==> src/rtl/sched_pkg.sv <==
package sched_pkg;

  // Command codes placed on cmd_kind
  typedef enum logic [1:0] {
    CMD_ACT = 2'd0,
    CMD_RD  = 2'd1,
    CMD_WR  = 2'd2,
    CMD_PRE = 2'd3
  } cmd_kind_e;

endpackage

==> src/rtl/sched_req_buf.sv <==
// Request pool: storage per slot plus a pairwise age matrix.
// older_o[i][j] is set when slot i arrived before slot j (only meaningful
// when both slots are valid).
module sched_req_buf #(
  parameter int DEPTH = 8,
  parameter int ROW_W = 14,
  parameter int COL_W = 11
) (
  input  logic                            clk,
  input  logic                            rst_n,
  input  logic                            push_i,
  input  logic                            push_wr_i,
  input  logic [ROW_W-1:0]                push_row_i,
  input  logic [COL_W-1:0]                push_col_i,
  input  logic [DEPTH-1:0]                pop_mask_i,
  output logic [DEPTH-1:0]                valid_o,
  output logic [DEPTH-1:0]                wr_o,
  output logic [DEPTH-1:0][ROW_W-1:0]     row_o,
  output logic [DEPTH-1:0][COL_W-1:0]     col_o,
  output logic [DEPTH-1:0][DEPTH-1:0]     older_o,
  output logic                            full_o
);

  logic [DEPTH-1:0]            valid_q, valid_d, load;
  logic [DEPTH-1:0]            wr_q;
  logic [DEPTH-1:0][ROW_W-1:0] row_q;
  logic [DEPTH-1:0][COL_W-1:0] col_q;
  logic [DEPTH-1:0][DEPTH-1:0] older_q, older_d;

  // lowest free slot takes the incoming request
  always_comb begin
    logic found;
    load  = '0;
    found = 1'b0;
    for (int i = 0; i < DEPTH; i++) begin
      if (!valid_q[i] && !found) begin
        load[i] = push_i;
        found   = 1'b1;
      end
    end
  end

  assign full_o  = &valid_q;
  assign valid_d = (valid_q & ~pop_mask_i) | load;

  // a new arrival is younger than every slot present
  always_comb begin
    for (int i = 0; i < DEPTH; i++) begin
      for (int j = 0; j < DEPTH; j++) begin
        if (load[i])      older_d[i][j] = 1'b0;
        else if (load[j]) older_d[i][j] = 1'b1;
        else              older_d[i][j] = older_q[i][j];
      end
    end
  end

  always_ff @(posedge clk or negedge rst_n) begin
    if (!rst_n) begin
      valid_q <= '0;
      older_q <= '0;
    end else begin
      valid_q <= valid_d;
      older_q <= older_d;
    end
  end

  always_ff @(posedge clk or negedge rst_n) begin
    if (!rst_n) begin
      wr_q  <= '0;
      row_q <= '0;
      col_q <= '0;
    end else begin
      for (int i = 0; i < DEPTH; i++) begin
        if (load[i]) begin
          wr_q[i]  <= push_wr_i;
          row_q[i] <= push_row_i;
          col_q[i] <= push_col_i;
        end
      end
    end
  end

  assign valid_o = valid_q;
  assign wr_o    = wr_q;
  assign row_o   = row_q;
  assign col_o   = col_q;
  assign older_o = older_q;

endmodule

==> src/rtl/sched_picker.sv <==
// Combinational command choice: ready row hits (oldest first), then a
// row command for the oldest pending request.
module sched_picker
  import sched_pkg::*;
#(
  parameter int DEPTH = 8,
  parameter int ROW_W = 14,
  parameter int COL_W = 11
) (
  input  logic [DEPTH-1:0]                valid_i,
  input  logic [DEPTH-1:0]                wr_i,
  input  logic [DEPTH-1:0][ROW_W-1:0]     row_i,
  input  logic [DEPTH-1:0][COL_W-1:0]     col_i,
  input  logic [DEPTH-1:0][DEPTH-1:0]     older_i,
  input  logic                            bank_open_i,
  input  logic [ROW_W-1:0]                open_row_i,
  input  logic                            close_policy_i,
  input  logic                            col_ok_i,
  input  logic                            rd_ok_i,
  input  logic                            act_ok_i,
  output logic                            cmd_valid_o,
  output cmd_kind_e                       cmd_kind_o,
  output logic [ROW_W-1:0]                cmd_row_o,
  output logic [COL_W-1:0]                cmd_col_o,
  output logic [DEPTH-1:0]                retire_o
);

  function automatic logic [DEPTH-1:0] oldest_of(
    input logic [DEPTH-1:0]            set,
    input logic [DEPTH-1:0][DEPTH-1:0] older
  );
    logic [DEPTH-1:0] r;
    for (int i = 0; i < DEPTH; i++) begin
      r[i] = set[i];
      for (int j = 0; j < DEPTH; j++) begin
        if (j != i && set[j] && !older[i][j]) r[i] = 1'b0;
      end
    end
    return r;
  endfunction

  logic [DEPTH-1:0] hit, col_ready, col_pick, act_pick;
  logic             sel_wr;
  logic [COL_W-1:0] sel_col;
  logic [ROW_W-1:0] act_row;

  always_comb begin
    for (int i = 0; i < DEPTH; i++) begin
      hit[i]       = valid_i[i] && bank_open_i && (row_i[i] == open_row_i);
      col_ready[i] = hit[i] && col_ok_i && (wr_i[i] || rd_ok_i);
    end
  end

  assign col_pick = oldest_of(col_ready, older_i);
  assign act_pick = oldest_of(valid_i, older_i);

  always_comb begin
    sel_wr  = 1'b0;
    sel_col = '0;
    act_row = '0;
    for (int i = 0; i < DEPTH; i++) begin
      if (col_pick[i]) begin
        sel_wr  = sel_wr | wr_i[i];
        sel_col = sel_col | col_i[i];
      end
      if (act_pick[i]) act_row = act_row | row_i[i];
    end
  end

  always_comb begin
    cmd_valid_o = 1'b0;
    cmd_kind_o  = CMD_ACT;
    cmd_row_o   = '0;
    cmd_col_o   = '0;
    retire_o    = '0;
    if (|col_ready) begin
      cmd_valid_o = 1'b1;
      cmd_kind_o  = sel_wr ? CMD_WR : CMD_RD;
      cmd_row_o   = open_row_i;
      cmd_col_o   = sel_col;
      retire_o    = col_pick;
    end else if (bank_open_i) begin
      if (!(|hit) && ((|valid_i) || close_policy_i)) begin
        cmd_valid_o = 1'b1;
        cmd_kind_o  = CMD_PRE;
        cmd_row_o   = open_row_i;
      end
    end else if ((|valid_i) && act_ok_i) begin
      cmd_valid_o = 1'b1;
      cmd_kind_o  = CMD_ACT;
      cmd_row_o   = act_row;
    end
  end

endmodule

==> src/rtl/sched_timer.sv <==
// One down-counter per spacing rule; a rule is met when its counter is zero.
module sched_gap_cnt #(
  parameter int GAP = 4
) (
  input  logic clk,
  input  logic rst_n,
  input  logic load_i,
  output logic ok_o
);
  localparam int W = (GAP > 1) ? $clog2(GAP) : 1;

  logic [W-1:0] cnt_q, cnt_d;

  always_comb begin
    if (load_i)           cnt_d = W'(GAP - 1);
    else if (cnt_q != '0) cnt_d = cnt_q - 1'b1;
    else                  cnt_d = cnt_q;
  end

  always_ff @(posedge clk or negedge rst_n) begin
    if (!rst_n) cnt_q <= '0;
    else        cnt_q <= cnt_d;
  end

  assign ok_o = (cnt_q == '0);
endmodule

module sched_timer #(
  parameter int T_RCD = 3,
  parameter int T_RP  = 3,
  parameter int T_RC  = 10,
  parameter int T_WTR = 4
) (
  input  logic clk,
  input  logic rst_n,
  input  logic act_i,
  input  logic pre_i,
  input  logic wr_i,
  output logic act_ok_o,
  output logic col_ok_o,
  output logic rd_ok_o
);
  localparam int NRULE = 4;
  localparam int GAPS [NRULE] = '{T_RCD, T_RP, T_RC, T_WTR};

  logic [NRULE-1:0] load, ok;

  // rule 0: open->column, 1: close->open, 2: open->open, 3: write->read
  assign load = {wr_i, act_i, pre_i, act_i};

  for (genvar g = 0; g < NRULE; g++) begin : g_rule
    sched_gap_cnt #(.GAP(GAPS[g])) u_cnt (
      .clk    (clk),
      .rst_n  (rst_n),
      .load_i (load[g]),
      .ok_o   (ok[g])
    );
  end

  assign col_ok_o = ok[0];
  assign act_ok_o = ok[1] & ok[2];
  assign rd_ok_o  = ok[3];
endmodule

==> src/rtl/sched_frfcfs.sv <==
module sched_frfcfs
  import sched_pkg::*;
#(
  parameter int DEPTH = 8,
  parameter int ROW_W = 14,
  parameter int COL_W = 11,
  parameter int T_RCD = 3,
  parameter int T_RP  = 3,
  parameter int T_RC  = 10,
  parameter int T_WTR = 4
) (
  input  logic             clk,
  input  logic             rst_n,
  input  logic             close_policy,
  input  logic             req_valid,
  output logic             req_ready,
  input  logic             req_write,
  input  logic [ROW_W-1:0] req_row,
  input  logic [COL_W-1:0] req_col,
  output logic             cmd_valid,
  output logic [1:0]       cmd_kind,
  output logic [ROW_W-1:0] cmd_row,
  output logic [COL_W-1:0] cmd_col
);

  logic [DEPTH-1:0]            valid, wr, retire;
  logic [DEPTH-1:0][ROW_W-1:0] row;
  logic [DEPTH-1:0][COL_W-1:0] col;
  logic [DEPTH-1:0][DEPTH-1:0] older;
  logic                        full, push;
  logic                        act_ok, col_ok, rd_ok;
  logic                        open_q, open_d;
  logic [ROW_W-1:0]            open_row_q, open_row_d;
  cmd_kind_e                   pick_kind;
  logic                        is_act, is_pre, is_wr;

  assign req_ready = !full;
  assign push      = req_valid && req_ready;

  sched_req_buf #(.DEPTH(DEPTH), .ROW_W(ROW_W), .COL_W(COL_W)) u_buf (
    .clk        (clk),
    .rst_n      (rst_n),
    .push_i     (push),
    .push_wr_i  (req_write),
    .push_row_i (req_row),
    .push_col_i (req_col),
    .pop_mask_i (retire),
    .valid_o    (valid),
    .wr_o       (wr),
    .row_o      (row),
    .col_o      (col),
    .older_o    (older),
    .full_o     (full)
  );

  sched_picker #(.DEPTH(DEPTH), .ROW_W(ROW_W), .COL_W(COL_W)) u_pick (
    .valid_i        (valid),
    .wr_i           (wr),
    .row_i          (row),
    .col_i          (col),
    .older_i        (older),
    .bank_open_i    (open_q),
    .open_row_i     (open_row_q),
    .close_policy_i (close_policy),
    .col_ok_i       (col_ok),
    .rd_ok_i        (rd_ok),
    .act_ok_i       (act_ok),
    .cmd_valid_o    (cmd_valid),
    .cmd_kind_o     (pick_kind),
    .cmd_row_o      (cmd_row),
    .cmd_col_o      (cmd_col),
    .retire_o       (retire)
  );

  assign cmd_kind = pick_kind;
  assign is_act   = cmd_valid && (pick_kind == CMD_ACT);
  assign is_pre   = cmd_valid && (pick_kind == CMD_PRE);
  assign is_wr    = cmd_valid && (pick_kind == CMD_WR);

  sched_timer #(.T_RCD(T_RCD), .T_RP(T_RP), .T_RC(T_RC), .T_WTR(T_WTR)) u_tmr (
    .clk      (clk),
    .rst_n    (rst_n),
    .act_i    (is_act),
    .pre_i    (is_pre),
    .wr_i     (is_wr),
    .act_ok_o (act_ok),
    .col_ok_o (col_ok),
    .rd_ok_o  (rd_ok)
  );

  // bank row state
  always_comb begin
    open_d     = open_q;
    open_row_d = open_row_q;
    if (is_act) begin
      open_d     = 1'b1;
      open_row_d = cmd_row;
    end else if (is_pre) begin
      open_d     = 1'b0;
    end
  end

  always_ff @(posedge clk or negedge rst_n) begin
    if (!rst_n) begin
      open_q     <= 1'b0;
      open_row_q <= '0;
    end else begin
      open_q <= open_d;
      if (is_act) open_row_q <= open_row_d;
    end
  end

endmodule

==> config.mk <==
export PLATFORM = sky130hd
export DESIGN_NAME = sched_frfcfs
export DESIGN_NICKNAME = d
export VERILOG_FILES = /design/src/rtl/sched_pkg.sv /design/src/rtl/sched_req_buf.sv /design/src/rtl/sched_picker.sv /design/src/rtl/sched_timer.sv /design/src/rtl/sched_frfcfs.sv
export SDC_FILE = /design/constraint.sdc
export NUM_CORES = 1
export LEC_CHECK = 0
export BUFFER_PORTS_ARGS = -buffer_cell sky130_fd_sc_hd__buf_2
export CAP_MARGIN = 20
export CORE_MARGIN = 3
export CORE_UTILIZATION = 32
export CTS_CLUSTER_DIAMETER = 120
export DETAILED_ROUTE_END_ITERATION = 10
export GPL_ROUTABILITY_DRIVEN = 0
export GPL_TIMING_DRIVEN = 0
export PLACE_DENSITY = 0.52
export REMOVE_ABC_BUFFERS = 1
export SETUP_SLACK_MARGIN = 0.3
export SLEW_MARGIN = 25
export SYNTH_ARGS = -nofsm -noshare
export SYNTH_HDL_FRONTEND = slang
export SYNTH_SLANG_ARGS = --single-unit
==> constraint.sdc <==
create_clock -name clk -period 2.9 [get_ports clk]
set_input_delay 0.29 -clock clk [delete_from_list [all_inputs] [get_ports clk]]
set_output_delay 0.29 -clock clk [all_outputs]
set_load 0.005 [all_outputs]
== After elaboration in Yosys (flattened, before gate mapping) ==
Index checks and enable logic that the tools add are counted.

* Flip-flop bits (word level): 297
* Input bits: 30

* $add $sub $neg: 4
* Equal/unequal tests: 10
* Muxes and demuxes: 239
* Bitwise logic cells: 25
* Reductions and logical operators: 283

{| class="wikitable"
|+ Operator list
! operator !! count
|-
| 2-to-1 mux 1 bit || 205
|-
| 2-to-1 mux 14 bit || 12
|-
| logical AND 1 bit || 157
|-
| equality test 14 bit || 8
|-
| 2-to-1 mux 11 bit || 9
|-
| OR 14 bit || 7
|-
| OR 11 bit || 7
|-
| nonzero test 2 bit || 36
|-
| logical NOT 1 bit || 71
|-
| OR reduction 8 bit || 3
|-
| 2-to-1 mux 2 bit || 10
|-
| logical OR 1 bit || 9
|-
| AND 8 bit || 1
|-
| logical NOT 2 bit || 4
|-
| 2-to-1 mux 4 bit || 2
|-
| 2-to-1 mux 8 bit || 1
|-
| NOT 8 bit || 1
|-
| OR 8 bit || 1
|-
| AND reduction 8 bit || 1
|-
| OR 1 bit || 7
|-
| subtractor 2 x 1 -> 2 bit (second input constant) || 3
|-
| equality test 2 bit (second input constant) || 2
|-
| logical NOT 4 bit || 1
|-
| nonzero test 4 bit || 1
|-
| 2 further kinds || 2
|}

== Logic depth before layout (Yosys ltp) ==
* Depth in word-level cells: 33
* Mapped depth: 13
* Mapped depth without buffers: 10

== Hierarchy ==
A second synthesis with hierarchy kept.

* Cells, all modules: 1400
* Area total of the unflattened synthesis: 15324.7 µm²

{| class="wikitable"
|+ Modules (own cells, without submodules)
! module !! instances !! cells each !! area each (µm²)
|-
| sched_req_buf || 1 || 753 || 10162.2
|-
| sched_picker || 1 || 558 || 4000.1
|-
| sched_frfcfs || 1 || 40 || 648.1
|-
| sched_gap_cnt at u_tmr.g_rule[2].u_cnt || 1 || 21 || 220.2
|-
| sched_gap_cnt at u_tmr.g_rule[0].u_cnt ... || 2 || 9 || 95.1
|-
| sched_gap_cnt at u_tmr.g_rule[3].u_cnt || 1 || 9 || 97.6
|-
| sched_timer || 1 || 1 || 6.3
|}

== Worst setup path before layout ==
No wires, ideal clock.

* Kind: reg-to-output
* From: register u_tmr.g_rule[3].u_cnt.cnt_q[0]
* To: output cmd_kind[0]
* Arrival time: 2.502 ns
* Setup slack: 0.108 ns
* Stages on the path, launching flop included: 12
* Path through: dfrtp_1 inv_1 ha_1 clkbuf_2 or2_2 clkbuf_1 and3b_1 a2111o_1 nor4_2 buf_6 a22oi_1 and4_1

* Cells in the longest elaborated chain, start to end: 28
* Elaborated cells between the ends (all ways): 147
* Those cells by class: mux (66); bitwise (7); reduce/logical (74)

{| class="wikitable"
|+ RTL lines
! item !! line !! RTL
|-
| start, declared || sched_timer.sv:12 || <nowiki>logic [W-1:0] cnt_q, cnt_d;</nowiki>
|-
| start signal, assigned || sched_timer.sv:22 || <nowiki>else cnt_q <= cnt_d;</nowiki>
|-
| logical NOT 2 bit * || sched_timer.sv:25 || <nowiki>assign ok_o = (cnt_q == '0);</nowiki>
|-
| logical OR 1 bit || sched_picker.sv:50 || <nowiki>col_ready[i] = hit[i] && col_ok_i && (wr_i[i] || rd_ok_i);</nowiki>
|-
| logical AND 1 bit || sched_picker.sv:50 ||
|-
| logical AND 1 bit || sched_picker.sv:36 || <nowiki>if (j != i && set[j] && !older[i][j]) r[i] = 1'b0;</nowiki>
|-
| 2-to-1 mux 1 bit (7 in a row) || sched_picker.sv:36 ||
|-
| 2-to-1 mux 1 bit || sched_picker.sv:62 || <nowiki>if (col_pick[i]) begin</nowiki>
|-
| OR 1 bit || sched_picker.sv:63 || <nowiki>sel_wr = sel_wr | wr_i[i];</nowiki>
|-
| 2-to-1 mux 1 bit || sched_picker.sv:62 ||
|-
| [... 6 more ...] || n/a ||
|-
| OR 1 bit || sched_picker.sv:63 ||
|-
| 2-to-1 mux 1 bit || sched_picker.sv:62 ||
|-
| OR 1 bit || sched_picker.sv:63 ||
|-
| 2-to-1 mux 1 bit || sched_picker.sv:62 ||
|-
| OR 1 bit || sched_picker.sv:63 ||
|-
| 2-to-1 mux 1 bit || sched_picker.sv:62 ||
|-
| 2-to-1 mux 2 bit || sched_picker.sv:78 || <nowiki>cmd_kind_o = sel_wr ? CMD_WR : CMD_RD;</nowiki>
|-
| 2-to-1 mux 2 bit * || sched_picker.sv:76 || <nowiki>if (|col_ready) begin</nowiki>
|-
| end, declared || sched_frfcfs.sv:21 || <nowiki>output logic [1:0] cmd_kind,</nowiki>
|}

Mark *: on every way between the ends. The rest lies on a longest branch, timed or not.

== Final worst setup path ==
* From: register open_row_q[8]
* To: output cmd_col[2]

* Cells in the longest elaborated chain, start to end: 28
* Elaborated cells between the ends (all ways): 161
* Those cells by class: eq/ne (8); mux (65); bitwise (7); reduce/logical (81)

{| class="wikitable"
|+ RTL lines
! item !! line !! RTL
|-
| start, declared || sched_frfcfs.sv:33 || <nowiki>logic [ROW_W-1:0] open_row_q, open_row_d;</nowiki>
|-
| start signal, assigned || sched_frfcfs.sv:109 || <nowiki>if (is_act) open_row_q <= open_row_d;</nowiki>
|-
| equality test 14 bit || sched_picker.sv:49 || <nowiki>hit[i] = valid_i[i] && bank_open_i && (row_i[i] == open_row_i);</nowiki>
|-
| logical AND 1 bit || sched_picker.sv:49 ||
|-
| logical AND 1 bit (2 in a row) || sched_picker.sv:50 ||
|-
| logical AND 1 bit || sched_picker.sv:36 ||
|-
| 2-to-1 mux 1 bit (7 in a row) || sched_picker.sv:36 ||
|-
| 2-to-1 mux 11 bit || sched_picker.sv:62 ||
|-
| OR 11 bit || sched_picker.sv:64 || <nowiki>sel_col = sel_col | col_i[i];</nowiki>
|-
| 2-to-1 mux 11 bit || sched_picker.sv:62 ||
|-
| [... 5 more ...] || n/a ||
|-
| 2-to-1 mux 11 bit || sched_picker.sv:62 ||
|-
| OR 11 bit || sched_picker.sv:64 ||
|-
| 2-to-1 mux 11 bit || sched_picker.sv:62 ||
|-
| OR 11 bit || sched_picker.sv:64 ||
|-
| 2-to-1 mux 11 bit || sched_picker.sv:62 ||
|-
| OR 11 bit || sched_picker.sv:64 ||
|-
| 2-to-1 mux 11 bit || sched_picker.sv:62 ||
|-
| 2-to-1 mux 11 bit * || sched_picker.sv:76 ||
|-
| end, declared || sched_frfcfs.sv:23 || <nowiki>output logic [COL_W-1:0] cmd_col</nowiki>
|}

Marked as above.

==> flow_summary.yaml <==
status:
  outcome: "finished with violations"
  violations: "negative setup slack"
power:
  power_frac_comb_pct: 7.2
  total_power_mw: 9.40
  power_leakage_nw: 10.1
  power.internal_mw: 7.09
  seq_power_share_pct: 47.6
  power_density_nw_per_um2: 448
  power.share.clock_pct: 45.2
  ir_drop_mv: 0.409
  swShare_pct: 24.6
  power.switching_mw: 2.31
yosys:
  syn_area_um2: 15700
  ys_seq_elements: 297
  synthTopCellsByArea: "dfrtp_1 (47%), mux2_2 (9.2%), nand2_1 (6.6%), xor2_1 (4.5%), a22oi_1 (3.8%)"
  yosys_warnings: 0
  yosysTopAreaCellShare_pct: 47.4
  netlist_instances: 1567
  syn_avg_cell_area_um2: 10.0
  synth_edf_count: 0
  synthFlopType: "dfrtp_1"
  async_flop_share_pct: 100
  synth_common_cells: "dfrtp_1 (297), nand2_1 (275), nor2_1 (142), mux2_2 (128)"
  ys_seq_area_share_pct: 47.4
  synth.distinct_cells: 78
  synth_top_area_cell: "dfrtp_1"
  synth.most_common_cell: "dfrtp_1"
die:
  start_util_pct: 32.6
  die_area_um2: 51700
  rows: 80
  core-area_um2: 48000
  io_pins: 59
  fp.dieH_um: 227
  die_w_um: 227
grt:
  grt_max_degree: 93
  antenna_found_initial: 1
  grt-ovfl-total: 0
  grt_pass1_vias: 14247
  globalRouteTotalUtil_pct: 24.0
  grt_first_pass_wirelength_um: 92900
detailed_routing:
  drt-initial-drc-count: 1721
  first_pass_iters: 7
  wl_per_cell_um: 25.7
  drc: 0
  avgViaCountPerCell: 5.89
  ant_nets: 0
  vias: 14339
  routed_wl_um: 62500
sta:
  min_period_ns: 3.88
  max_freq_mhz: 258
  final.setup.tns_ns: -24.82
  setup_viol: 30
  worstMarginPinSlew_ns: 0.825
  slew_headroom_pct: 44.4
  rsz0062_at_grt: "true"
  setup_ws_ns: -0.980
  min_period_over_period_pct: 134
  fin_skew_ns: 0.0221
  hold_viol: 0
  slew_violations: 0
clocking:
  clock_sinks: 297
  cts_tree: "yes"
  root_buffer: "clkbuf_16"
  clockBufferDepth: 3
  clk_latency_ns: 0.53
  clkTransAtPathRegs_ns: 0.06
  cts_made_buffers: 35
  htreeDepth: 2
finish:
  nets: 1831
  final_area_um2: 21000
  layout-drive-gt1-share_pct: 36.5
  syn2layout_area_growth_pct: 33.8
setup_path:
  r2r_cells: 13
  crit_path_start_kind: "register"
  rrSetupSlack_ns: -0.28
  worstSetupPathType: "reg2out"
  crit_fanout: 7
  crit_arrival_ns: 3.59
  cp.required_ns: 2.61
  r2r-start: "u_tmr.g_rule[3].u_cnt.cnt_q[1]"
  worst_r2r_endpoint: "u_tmr.g_rule[3].u_cnt.cnt_q[0]"
  worst_setup_path_end_kind: "output port"
placed_design:
  hpwl_um: 41800
  port_buffers: 58
  placedInstanceArea_um2: 17200
hold_path:
  hold_class: "in2reg"
  hold_path_end: "u_buf.row_o[31]"
  holdCritStartpoint: "req_row[3]"
  worst_hold_path.num_cells: 3
run:
  max_cap_viol_count: 0
## what timing repair did
item | 4_1_cts | 5_1_grt
gates cloned | 2 | 1
endpoints found under the setup margin | 227 | 101
gates resized for setup | 176 | 74
pin swaps | 88 | 36
endpoints found under the hold margin | 29 | 0
buffers inserted | 128 | 27
hold buffers | 1 | 0
## cell usage in the layout, fill, tap and decap left out, types with 13 or more instances in the layout
cell type | Yosys | layout
a22o_1 | 26 | 24
buf_12 | 0 | 13
nand4_1 | 39 | 39
buf_2 | 16 | 58
nor2_1 | 142 | 132
dfrtp_2 | 0 | 16
nand2_1 | 275 | 271
dfrtp_1 | 297 | 280
mux2_2 | 128 | 128
buf_6 | 11 | 47
a22oi_1 | 80 | 74
xor2_1 | 80 | 66
nand3_1 | 20 | 15
buf_4 | 6 | 151
o21ai_0 | 26 | 25
or3_1 | 25 | 22
inv_1 | 34 | 31
o22ai_1 | 24 | 21
clkbuf_16 | 0 | 36
nand3b_1 | 15 | 15
## power by group through the flow
stage          Clock, mW  Sequential [mW]  Combinational, mW
4_1_cts             4.34             4.48              0.643
3_3_place_gp           0             4.52              0.527
5_1_grt             4.51             4.50              0.726
3_5_place_dp           0             4.53              0.557
2_1_floorplan          0             4.48              0.289
6_report            4.25             4.48              0.673
## how the worst max path moves through the flow
stage	start	end	slack, ns	cells after the start
floorplan	u_buf.valid_o[1]	u_buf.col_o[44]	-0.93	3
global placement	u_buf.valid_o[0]	u_buf.wr_o[2]	-4.95	6
detailed placement	open_row_q[11]	cmd_row[6]	-1.77	9
CTS	open_row_q[11]	cmd_col[2]	-0.93	14
global route	u_tmr.g_rule[3].u_cnt.cnt_q[0]	cmd_kind[1]	-1.07	13
finish	open_row_q[8]	cmd_col[2]	-0.98	12
## worst max-delay path, cell delays in order, from the launching register on
cell and delay [ns]:
dfrtp_2 0.48, buf_12 0.17, nor2b_1 0.15, a2111oi_4 0.28, buf_4 0.22, nand2_1 0.30
o31ai_1 0.52, nor4_4 0.09, buf_6 0.15, buf_12 0.15, a221oi_4 0.26, nand3_1 0.13
buf_2 0.15
## stage by stage
| step | utilization [%] | worst slack (ns) | instances | hold slack, ns |
|---|---|---|---|---|
| after detailed placement | 35.9 | -1.77 | 2216 | 0.166 |
| after global routing | 43.7 | -1.07 | 2435 | 0.0545 |
| final | 43.7 | -0.980 | 2436 | 0.0491 |
| after CTS | 42.3 | -0.934 | 2407 | 0.0305 |
| after floorplan | - | -0.929 | 1471 | -0.00559 |
| after global placement | 33.8 | -4.95 | 2144 | 0.458 |
## flip-flops by register name, indices dropped and copies added (netlist names)
register / cells
u_tmr.g_rule.u_cnt.cnt_q: 10
open_q: 1
u_buf.row_o: 112
u_buf.wr_o: 8
u_buf.valid_o: 8
open_row_q: 14
u_buf.col_o: 88
u_buf.older_o: 56
## kinds of logic (layout without fill, tap and decap cells)
family | count (synthesis) | in the layout | share of synthesized area, %
other | 0 | 1 | 0
adders and majority gates | 4 | 4 | 0.319
xor gates and xnor gates | 101 | 101 | 5.64
buffers and inverters | 137 | 389 | 4.08
DFF | 297 | 297 | 47.4
and+or+nand+nor | 632 | 633 | 19.4
AOI/OAI and AO/OA | 267 | 267 | 13.9
muxes | 129 | 129 | 9.25
## area by class of cell
class,instances,area (µm²)
inverters,41,171
clock buffers,53,1020
multi-input cells,1134,8890
clock inverters,7,66.3
repair buffers,288,2600
fillers,4522,27100
diodes,1,2.50
flip-flops and latches,297,7460
well taps,615,769
## per-layer routing
metal / vias up / share of wire [%] / wire length [µm] / track usage (%)
met5: - / 0 / 0 / 0
met4: 0 / 5.3 / 3320 / 9.62
met3: 265 / 9.9 / 6220 / 6.50
met2: 856 / 45 / 28200 / 37.9
met1: 7127 / 40 / 24900 / 31.5
li1: 6091 / - / - / -
Note: power is estimated with default switching activity, not from simulation.
